**src/rtl/pmPkg.sv**
```systemverilog
package pmPkg;
  typedef struct packed {
    logic tblWr;   // load a page entry this cycle
    logic ramSel;  // drive a RAM chip select
    logic rdEn;    // enable RAM output
    logic wrEn;    // enable RAM write
  } ctrlT;
endpackage

```
**src/rtl/pmCtrl.sv**
```systemverilog
module pmCtrl import pmPkg::*; #(
  parameter int PAGE_BITS      = 4,
  parameter int IO_PAGE        = 14,
  parameter int SYS_FIRST_PAGE = 14
) (
  input  logic [PAGE_BITS-1:0] pageIdx,
  input  logic                 winBit,
  input  logic                 cpuRnw,
  input  logic                 busE,
  input  logic                 wpBit,
  output ctrlT                 ctrl,
  output logic                 protFault
);
  logic sysPage, inWindow, ramCycle;

  always_comb begin
    sysPage   = pageIdx >= PAGE_BITS'(SYS_FIRST_PAGE);
    inWindow  = (pageIdx == PAGE_BITS'(IO_PAGE)) && winBit;
    ramCycle  = busE && !sysPage;
    ctrl.tblWr  = busE && !cpuRnw && inWindow;
    ctrl.ramSel = ramCycle;
    ctrl.rdEn   = ramCycle && cpuRnw;
    ctrl.wrEn   = ramCycle && !cpuRnw && !wpBit;
    protFault   = ramCycle && !cpuRnw && wpBit;
  end
endmodule

```
**src/rtl/pmData.sv**
```systemverilog
module pmData import pmPkg::*; #(
  parameter int PAGE_BITS     = 4,
  parameter int ENTRY_W       = 8,
  parameter int DEV_BITS      = 4,
  parameter int DEV_ADDR_BITS = 3,
  parameter int OFF_BITS      = 12
) (
  input  logic                              clk,
  input  logic                              rstN,
  input  ctrlT                              ctrl,
  input  logic [PAGE_BITS-1:0]              pageIdx,
  input  logic [PAGE_BITS-1:0]              regIdx,
  input  logic [ENTRY_W-1:0]                wrData,
  input  logic [OFF_BITS-1:0]               offset,
  output logic [ENTRY_W-1:0]                curEntry,
  output logic [DEV_ADDR_BITS+OFF_BITS-1:0] ramAddr,
  output logic [(1<<DEV_BITS)-1:0]          ramCsN,
  output logic                              ramOeN,
  output logic                              ramWeN
);
  localparam int NUM_PAGES = 1 << PAGE_BITS;
  localparam int NUM_DEV   = 1 << DEV_BITS;

  logic [ENTRY_W-1:0]  pageTbl [NUM_PAGES];
  logic [DEV_BITS-1:0] devIdx;

  always_ff @(posedge clk or negedge rstN) begin
    if (!rstN) begin
      for (int i = 0; i < NUM_PAGES; i++) pageTbl[i] <= ENTRY_W'(i);
    end else if (ctrl.tblWr) begin
      pageTbl[regIdx] <= wrData;
    end
  end

  assign curEntry = pageTbl[pageIdx];
  assign devIdx   = curEntry[DEV_ADDR_BITS +: DEV_BITS];
  assign ramAddr  = {curEntry[DEV_ADDR_BITS-1:0], offset};
  assign ramOeN   = !ctrl.rdEn;
  assign ramWeN   = !ctrl.wrEn;

  for (genvar d = 0; d < NUM_DEV; d++) begin : g_devSel
    assign ramCsN[d] = !(ctrl.ramSel && (devIdx == DEV_BITS'(d)));
  end

  // a qualified window write lands in the addressed entry
  a_r5_entry_written: assert property (@(posedge clk) disable iff (!rstN)
    ctrl.tblWr |=> pageTbl[$past(regIdx)] == $past(wrData));
  // never more than one device selected
  a_r3_cs_onehot: assert property (@(posedge clk) disable iff (!rstN)
    $onehot0(~ramCsN));
  // output enable and write enable never together
  a_r9_oe_we_excl: assert property (@(posedge clk) disable iff (!rstN)
    !(!ramOeN && !ramWeN));
endmodule

```
**src/rtl/pageMapper.sv**
```systemverilog
module pageMapper import pmPkg::*; #(
  parameter int PAGE_BITS      = 4,
  parameter int OFF_BITS       = 12,
  parameter int ENTRY_W        = 8,
  parameter int DEV_BITS       = 4,
  parameter int DEV_ADDR_BITS  = 3,
  parameter int IO_PAGE        = 14,
  parameter int SYS_FIRST_PAGE = 14
) (
  input  logic                              clk,
  input  logic                              rstN,
  input  logic [PAGE_BITS+OFF_BITS-1:0]     cpuAddr,
  input  logic [ENTRY_W-1:0]                cpuData,
  input  logic                              cpuRnw,
  input  logic                              busE,
  output logic [ENTRY_W-1:0]                physPage,
  output logic [DEV_ADDR_BITS+OFF_BITS-1:0] ramAddr,
  output logic [(1<<DEV_BITS)-1:0]          ramCsN,
  output logic                              ramOeN,
  output logic                              ramWeN,
  output logic                              protFault
);
  localparam int ADDR_W = PAGE_BITS + OFF_BITS;

  ctrlT                 ctrl;
  logic [ENTRY_W-1:0]   curEntry;
  logic [PAGE_BITS-1:0] pageIdx;

  assign pageIdx  = cpuAddr[ADDR_W-1 -: PAGE_BITS];
  assign physPage = curEntry;

  pmCtrl #(
    .PAGE_BITS(PAGE_BITS), .IO_PAGE(IO_PAGE), .SYS_FIRST_PAGE(SYS_FIRST_PAGE)
  ) u_ctrl (
    .pageIdx  (pageIdx),
    .winBit   (cpuAddr[OFF_BITS-1]),
    .cpuRnw   (cpuRnw),
    .busE     (busE),
    .wpBit    (curEntry[ENTRY_W-1]),
    .ctrl     (ctrl),
    .protFault(protFault)
  );

  pmData #(
    .PAGE_BITS(PAGE_BITS), .ENTRY_W(ENTRY_W), .DEV_BITS(DEV_BITS),
    .DEV_ADDR_BITS(DEV_ADDR_BITS), .OFF_BITS(OFF_BITS)
  ) u_data (
    .clk     (clk),
    .rstN    (rstN),
    .ctrl    (ctrl),
    .pageIdx (pageIdx),
    .regIdx  (cpuAddr[PAGE_BITS-1:0]),
    .wrData  (cpuData),
    .offset  (cpuAddr[OFF_BITS-1:0]),
    .curEntry(curEntry),
    .ramAddr (ramAddr),
    .ramCsN  (ramCsN),
    .ramOeN  (ramOeN),
    .ramWeN  (ramWeN)
  );

  // no RAM strobe outside the E phase
  a_r4_idle_without_e: assert property (@(posedge clk) disable iff (!rstN)
    !busE |-> ((&ramCsN) && ramOeN && ramWeN));
  // system pages never reach RAM
  a_r8_sys_bypass: assert property (@(posedge clk) disable iff (!rstN)
    (pageIdx >= PAGE_BITS'(SYS_FIRST_PAGE)) |-> ((&ramCsN) && ramOeN && ramWeN));
  // a protected write never strobes RAM
  a_r7_protect_blocks_we: assert property (@(posedge clk) disable iff (!rstN)
    protFault |-> ramWeN);
endmodule

```
**config.mk**
```make
export PLATFORM = sky130hd
export DESIGN_NAME = pageMapper
export DESIGN_NICKNAME = d
export VERILOG_FILES = /design/src/rtl/pmPkg.sv /design/src/rtl/pmCtrl.sv /design/src/rtl/pmData.sv /design/src/rtl/pageMapper.sv
export SDC_FILE = /design/constraint.sdc
export NUM_CORES = 1
export LEC_CHECK = 0
export BUFFER_PORTS_ARGS = -buffer_cell sky130_fd_sc_hd__clkbuf_2
export CAP_MARGIN = 20
export CORE_AREA = 4 4 106 108
export DETAILED_ROUTE_END_ITERATION = 8
export DIE_AREA = 0 0 110 112
export PLACE_DENSITY = 0.89
export SLEW_MARGIN = 10
export SYNTH_ARGS = -nofsm -noshare
export SYNTH_HDL_FRONTEND = slang
export SYNTH_HIERARCHICAL = 1
export SYNTH_SLANG_ARGS = --single-unit
export TNS_END_PERCENT = 100
```
**constraint.sdc**
```tcl
create_clock -name clk -period 3.9 [get_ports clk]
set_input_delay 0.195 -clock clk [delete_from_list [all_inputs] [get_ports clk]]
set_output_delay 0.195 -clock clk [all_outputs]
set_load 0.02 [all_outputs]
```
== After elaboration in Yosys (flattened, before gate mapping) ==
Index checks and enable logic that the tools add are counted.
Widths: inputs -> output; s select.

* Input bits: 28
* Register bits after elaboration: 128
* Output and inout port bits: 42
* Word-level logic and storage cells: 91

* Bitwise logic cells: 2
* Reductions and logical operators: 47
* Multiplexer cells: 6
* Eq/ne operators: 16
* Order comparisons: 4

{| class="wikitable"
|+ Operators by type and width
! kind !! count
|-
| $bwmux 128 || 1
|-
| $eq 4x4->1 const B || 9
|-
| $bmux 8 s4 || 1
|-
| $demux 8 s4 || 1
|-
| $logic_and 1x1->1 || 25
|-
| $mux 8 || 3
|-
| $logic_not 1->1 || 21
|-
| $eq 4x3->1 const B || 4
|-
| $ge 5x5->1 const B || 2
|-
| $not 4->5 || 2
|-
| $eq 4x2->1 const B || 2
|-
| $lt 5x1->1 const B || 1
|-
| $eq 4x1->1 const B || 1
|-
| $ge 4x4->1 const B || 1
|-
| $logic_not 4->1 || 1
|}

== Logic depth before layout (Yosys ltp) ==
Gate-level depths: netlist of the first run.

* Word-level depth: 7
* Gate-level depth with buffers: 8
* Gate-level depth less buffers: 7

== Cells and area by module ==
The synthesis of the first run kept the hierarchy.

{| class="wikitable"
|+ Modules (own cells, without submodules)
! module !! sequential area each (um^2) !! area an instance (um^2) !! times used !! cells an instance
|-
| pmData || 3243.1 || 6296.0 || 1 || 420
|-
| pmCtrl || 0.0 || 68.8 || 1 || 8
|}

== Worst setup path before layout of the first run ==
OpenSTA, ideal clock, no wires.

* Kind: input port to output port
* Start: input cpuAddr[13]
* End: output ramWeN
* Data required time: 3.705 ns
* Slack: 1.599 ns
* Data arrival time: 2.106 ns
* Path buffers: 3
* Stages on the path: 7
* Path through: buf_2 > buf_4 > clkbuf_1 > mux4_1 > mux4_2 > and4bb_1 > inv_1

{| class="wikitable"
|+ RTL lines
! what !! line !! RTL
|-
| start: declaration || pageMapper.sv:12 || <nowiki>input logic [PAGE_BITS+OFF_BITS-1:0] cpuAddr,</nowiki>
|-
| end: declaration || pageMapper.sv:20 || <nowiki>output logic ramWeN,</nowiki>
|}

== Worst setup path after layout of the first run ==
* Start: input cpuAddr[12]
* End: output ramCsN[7]

* Word-level cells in the longest chain between the ends: 7
* Elaborated cells between the ends (all ways): 10
* Classes of those cells: order compare (1); eq/ne (1); mux (3); bitwise (1); reduce/logical (4)

{| class="wikitable"
|+ Ends and longest elaborated chain
! what !! line !! RTL
|-
| $not 4->5 (not written as such) || pmData.sv:35 || <nowiki>assign curEntry = pageTbl[pageIdx];</nowiki>
|-
| $bmux 8 s4 || pmData.sv:35 ||
|-
| $mux 8 (not written as such) (2 in series) || pmData.sv:35 ||
|-
| $eq 4x3->1 || pmData.sv:42 || <nowiki>assign ramCsN[d] = !(ctrl.ramSel && (devIdx == DEV_BITS'(d)));</nowiki>
|-
| $logic_and 1x1->1 * || pmData.sv:42 ||
|-
| $logic_not 1->1 * || pmData.sv:42 ||
|-
| end: declaration || pageMapper.sv:18 || <nowiki>output logic [(1<<DEV_BITS)-1:0] ramCsN,</nowiki>
|}

Mark *: on every way between the ends. The rest lies on a longest branch, timed or not. The select of a mux whose other input is x is not followed.

==> results of run 1 <==
==> what timing repair did <==
| item | CTS | global route |
|---|---|---|
| hold buffers | 1 | 0 |
| gates resized for setup | 0 | 0 |
| endpoints found under the hold margin | 41 | 0 |
==> cell usage in the layout (no fill, tap or decap), drive strengths merged <==
cell,netlist,final
bufinv,0,4
a311o,1,1
a21boi,2,2
mux2,128,128
clkbuf,16,74
nor2,16,16
a22oi,5,5
dfstp,32,32
nand4bb,1,1
and3,2,2
a31o,1,1
nand3,11,11
mux2i,8,8
and4bb,1,1
nand3b,5,5
dlygate4sd3,0,1
nand2b,6,6
a21oi,2,2
buf,24,14
clkinv,0,5
mux4,32,32
nor2b,5,5
and4b,1,1
and2b,1,1
and2,2,2
inv,3,3
nand4b,1,1
nand2,22,22
dfrtp,96,96
nor3b,1,1
clkinvlp,0,3
nand4,2,2
o21ai,1,1
==> cells by family (layout without fill, tap and decap cells) <==
kind of cell	after synthesis	count (layout)
compound gates	12	12
buf+inv	43	104
flops	128	128
mux	168	168
simple gates	77	77
==> routing by layer <==
layer	global-route usage, %	share of wire, %
met4	13.0	4.5
met3	6.20	6.8
met2	41.0	49
met1	32.1	39
met5	0	0
==> through the flow <==
step | utilization, % | std cells
4_1_cts | 70.8 | 625
3_3_place_gp | 64.9 | 592
2_1_floorplan | - | 428
5_1_grt | 70.8 | 625
3_5_place_dp | 64.9 | 592
6_report | 70.8 | 625
==> where the power goes <==
group	leakage [nW]	internal, W	switching (W)
registers	1.67	0.00135	0.0000101
logic	1.60	0.0000652	0.000116
clock network	0.284	0.00103	0.000548
==> cell type report <==
type | instances | share of cell area [%]
Multi-Input combinational cell | 257 | 39.2
Inverter | 3 | 0.156
Clock buffer | 20 | 5.88
Tap cell | 136 | 2.35
Sequential cell | 128 | 44.8
Clock inverter | 12 | 2.32
Timing Repair Buffer | 69 | 5.32
==> worst max-delay path by stage <==
| stage | start | end | slack, ns | cells past startpoint |
|---|---|---|---|---|
| 2_1_floorplan | cpuAddr[13] | ramWeN | 1.60 | 7 |
| 3_3_place_gp | cpuAddr[12] | u_data/pageTbl[115]$_DFFE_PN0P_ | 1.10 | 6 |
| 3_5_place_dp | cpuAddr[12] | u_data/pageTbl[118]$_DFFE_PN0P_ | 1.08 | 6 |
| 4_1_cts | cpuAddr[12] | ramCsN[5] | 1.04 | 8 |
| 5_1_grt | cpuAddr[12] | ramCsN[6] | 0.88 | 8 |
| 6_report | cpuAddr[12] | ramCsN[7] | 1.02 | 8 |
==> results.json, run 1 <==
{
  "p_leak_nw": 3.56,
  "crit_path_end_kind": "output port",
  "root_buffer": "clkbuf_8",
  "rows": 37,
  "cp_max_fo": 28,
  "die_h_um": 112,
  "post_dp_cell_area_um2": 6640,
  "setup_ws_ns": 1.02,
  "finalMaxSlewViolations": 0,
  "n_fill_cell": 649,
  "yosys-top-cells-count": "mux2_2, dfrtp_1, dfstp_2",
  "synthCells": 428,
  "critical_path_class": "primary input to output port",
  "grt_max_degree": 55,
  "synth_mux_area_share_pct": 36.7,
  "r2r-end": "u_data/pageTbl[39]$_DFFE_PN0P_",
  "final-setup-viol-count": 0,
  "n_antenna_cell": 0,
  "hold_path_class": "primary input to flop",
  "drv_cap": 0,
  "synth_top_family_by_area": "multiplexers",
  "crit_arrival_ns": 2.68,
  "wl_um": 14800,
  "power.total_w": 0.00312,
  "synth_edf_count": 0,
  "finalCritPeriodShare_pct": 73.7,
  "dp_hpwl_um": 9110,
  "rr_startpoint": "u_data/pageTbl[39]$_DFFE_PN0P_",
  "setup_tns_ns": 0,
  "drc": 0,
  "cts_num_sinks": 128,
  "ys.flop_type": "dfrtp_1",
  "cts_max_level": 4,
  "dr.pass1.iters": 4,
  "multi_input_area_um2": 2840,
  "max_stage_delay_ns": 0.68,
  "hp-start": "cpuData[0]",
  "seq_area_um2": 3240,
  "peakVddDrop_uv": 376,
  "die_w_um": 110,
  "whs_ns": 0.158,
  "grt_pass1_wl_um": 23100,
  "synth_simple_gate_area_share_pct": 6.39,
  "synthToLayoutAreaGrowth_pct": 13.7,
  "synth.most_common_cell": "mux2_2",
  "crit_required_ns": 3.70,
  "hold_violations": 0,
  "ant_nets": 0,
  "rsz0062_at_grt": "no",
  "hold_depth": 2,
  "relSlewSlack_pct": 38.6,
  "ys_types": 37,
  "ys_seq_elements": 128,
  "io_pins": 70,
  "regMostFlops": "u_data/pageTbl",
  "drt_iter0_markers": 250,
  "viasPerCell": 6.29,
  "crit_path_start_kind": "primary input",
  "power-per-cell-area_nw_per_um2": 431,
  "synth_area_um2": 6360,
  "synth.net_count": 456,
  "crit_buf_inv": 3,
  "period_minus_slack_ns": 2.88,
  "final_area_um2": 7240,
  "clock_path_buffers": 2,
  "wl_per_cell_um": 23.7,
  "path_cells": "clkbuf_2, buf_4, mux4_1, nand3_1, nand3_1, nor2b_1, nand2_1, clkbuf_2",
  "syn_area_per_cell_um2": 14.9,
  "worst_pin_slew_ns": 0.921,
  "max_freq_ghz": 0.348,
  "synth_top_area_cell": "dfrtp_1",
  "yosys.area_share.adder_pct": 0,
  "synth_compound_area_share_pct": 1.47,
  "synth_xor_area_share_pct": 0,
  "clkTransAtPathRegs_ns": 0.06,
  "place_ws_ns": 1.08,
  "cts_setup_buffers": 0,
  "worstRegToRegCells": 1,
  "largestRegisters": "u_data/pageTbl: 128 flops",
  "core_um2": 10200,
  "ys_warn_count": 6,
  "async_flop_share_pct": 100,
  "drive_gt1_share_pct": 55.2,
  "initial_utilization_pct": 62.2,
  "min_to": "u_data/pageTbl[104]$_DFFE_PN0P_",
  "cpMaxStageDelayCell": "clkbuf_2",
  "finClkSkew_ns": 0,
  "gp_congestion": 0.779,
  "largest_reg_flops": 128,
  "antenna_found_initial": 0,
  "dr_total_vias": 3934,
  "overflow": 0,
  "cts_tree": "yes",
  "io_buffers": 55,
  "die_area_um2": 12300,
  "r2r_slack_ns": 3.10,
  "grt_pass1_vias": 4173,
  "yosys-top-cells-area": "dfrtp_1, mux2_2, dfstp_2",
  "grt_usage_pct": 25.6,
  "cp_top_family": "buffers and inverters",
  "outcome": "complete, no violations",
  "yosysSeqAreaShare_pct": 51.0,
  "synth_top_area_share_pct": 37.7,
  "nets": 504,
  "cts_made_buffers": 17,
  "clk_latency_ns": 0.51
}
(Power assumes the default switching activity.)
==> run 2: changes to the inputs <==
--- a/config.mk
+++ b/config.mk
@@ -7,10 +7,10 @@
 export LEC_CHECK = 0
 export BUFFER_PORTS_ARGS = -buffer_cell sky130_fd_sc_hd__clkbuf_2
 export CAP_MARGIN = 20
-export CORE_AREA = 4 4 106 108
+export CORE_AREA = 4 4 115 117
 export DETAILED_ROUTE_END_ITERATION = 8
-export DIE_AREA = 0 0 110 112
-export PLACE_DENSITY = 0.89
+export DIE_AREA = 0 0 119 121
+export PLACE_DENSITY = 0.81
 export SLEW_MARGIN = 10
 export SYNTH_ARGS = -nofsm -noshare
 export SYNTH_HDL_FRONTEND = slang
==> constraint.sdc (replaced) <==
create_clock -name clk -period 2.52 [get_ports clk]
set_input_delay 0.126 -clock clk [delete_from_list [all_inputs] [get_ports clk]]
set_output_delay 0.126 -clock clk [all_outputs]
set_load 0.02 [all_outputs]
==> run 2 against run 1 <==
Net effect: sequential cell count did not move; final area rose by 1.7%; final cell count rose by 7.2%; sequential share of layout area fell by 0.76 points; critical path type is now flop to output port; count of clock-buffer cells in the layout rose by 1; worst hold slack got worse by 0.078 ns; register-to-register slack got worse by 1.4 ns; critical path depth fell by 3.
==> results.json, run 2 (synthesis results as in run 1) <==
{
  "outcome": "complete, no violations",
  "max_freq_ghz": 0.412,
  "grt_usage_pct": 20.8,
  "relSlewSlack_pct": 57.3,
  "grt_max_degree": 77,
  "regMostFlops": "u_data/pageTbl",
  "finClkSkew_ns": 0,
  "dr_total_vias": 3870,
  "rows": 41,
  "grt_pass1_wl_um": 22900,
  "clkTransAtPathRegs_ns": 0.06,
  "largestRegisters": "u_data/pageTbl: 128 flops",
  "finalMaxSlewViolations": 0,
  "final-setup-viol-count": 0,
  "wl_per_cell_um": 21.8,
  "crit_required_ns": 2.39,
  "peakVddDrop_uv": 425,
  "finalCritPeriodShare_pct": 96.4,
  "io_buffers": 55,
  "crit_buf_inv": 2,
  "period_minus_slack_ns": 2.43,
  "layout_commonest_cell": "mux2_2",
  "initial_utilization_pct": 51.5,
  "cpMaxStageDelayCell": "mux4_2",
  "power.share.clock_pct": 48.6,
  "dp_hpwl_um": 9730,
  "final_cell_mix": "mux2_2, dfrtp_1, clkbuf_2",
  "sw_frac_of_total_pct": 23.6,
  "cts_num_sinks": 128,
  "nets": 513,
  "die_area_um2": 14400,
  "clk_latency_ns": 0.40,
  "cp_max_fo": 3,
  "largest_reg_flops": 128,
  "cts_tree": "yes",
  "viasPerCell": 5.78,
  "overflow": 0,
  "dr.pass1.iters": 5,
  "cts_max_level": 4,
  "worst_pin_slew_ns": 0.641,
  "whs_ns": 0.0803,
  "gp_congestion": 0.872,
  "r2r_slack_ns": 1.74,
  "antenna_found_initial": 0,
  "n_fill_cell": 935,
  "drt_iter0_markers": 261,
  "crit_arrival_ns": 2.30,
  "critical_path_class": "flop to output port",
  "grt_pass1_vias": 4080,
  "cts_made_buffers": 17,
  "die_w_um": 119,
  "hold_path_class": "primary input to async pin",
  "crit_path_end_kind": "output port",
  "intPower_w": 0.00357,
  "path_cells": "mux4_1, mux4_2, and4bb_1, inv_1, clkbuf_2",
  "crit_path_start_kind": "flop",
  "die_h_um": 121,
  "seq_area_um2": 3240,
  "comb_power_share_pct": 6.2,
  "hold_violations": 0,
  "synthToLayoutAreaGrowth_pct": 15.7,
  "p_leak_nw": 3.60,
  "clock_path_buffers": 2,
  "io_pins": 70,
  "rsz0062_at_grt": "no",
  "drc": 0,
  "p_seq_share_pct": 45.2,
  "drive_gt1_share_pct": 58.2,
  "core_um2": 12400,
  "n_antenna_cell": 0,
  "max_stage_delay_ns": 0.54,
  "setup_tns_ns": 0,
  "place_ws_ns": 0.120,
  "root_buffer": "clkbuf_16",
  "drv_cap": 0,
  "power-per-cell-area_nw_per_um2": 634,
  "cp_top_family": "multiplexers",
  "wl_um": 14600,
  "multi_input_area_um2": 2870,
  "ant_nets": 0,
  "setup_ws_ns": 0.0908,
  "switchingPower_w": 0.00110
}
==> run 2: through the flow <==
stage	cell area [um2]	total power, W	cells	util [%]
after floorplan	6360	0.00233	428	-
after global placement	6760	0.00242	637	54.7
after detailed placement	6760	0.00243	637	54.7
after CTS	7340	0.00470	670	59.3
after global routing	7360	0.00481	670	59.6
final	7360	0.00467	670	59.6
==> run 2: power by group through the flow <==
stage,logic (W),clock network [W],registers [W]
floorplan,0.000194,0,0.00214
global placement,0.000276,0,0.00214
detailed placement,0.000286,0,0.00214
CTS,0.000290,0.00230,0.00211
global route,0.000316,0.00239,0.00211
finish,0.000290,0.00227,0.00211
==> run 2: area by class of cell <==
type                       instances  share of cell area, %
sequential                       128                   44.0
clock inverter                    11                   1.10
tap                              172                   2.92
multi-input combinational        257                   38.9
timing repair buffer              78                   6.32
inverter                           3                  0.153
clock buffer                      21                   6.52
==> run 2: worst paths after layout <==
check	start	end	cells past startpoint
setup reg to reg	u_data/pageTbl[50]$_DFFE_PN0P_	u_data/pageTbl[50]$_DFFE_PN0P_	1
min in group clk	cpuData[1]	u_data/pageTbl[81]$_DFFE_PN0P_	2
hold reg to reg	u_data/pageTbl[114]$_DFFE_PN0P_	u_data/pageTbl[114]$_DFFE_PN0P_	1
max in group asynchronous	rstN	u_data/pageTbl[19]$_DFFE_PN1P_	3
setup / recovery	u_data/pageTbl[23]$_DFFE_PN0P_	ramWeN	5
hold / removal	rstN	u_data/pageTbl[56]$_DFFE_PN0P_	2
==> run 2: timing repair <==
item,4_1_cts,5_1_grt
gates resized for setup,1,8
endpoints found under the hold margin,100,0
pin swaps,0,0
hold buffers,1,0
endpoints found under the setup margin,2,16
setup buffers,0,0
==> run 2: layer usage <==
| metal | global-route usage [%] | share of wire [%] | wire length (um) |
|---|---|---|---|
| met5 | 0 | 0 | 0 |
| met4 | 5.87 | 1.5 | 214 |
| met3 | 5.17 | 5.4 | 781 |
| met2 | 35.0 | 50 | 7330 |
| met1 | 27.1 | 43 | 6270 |
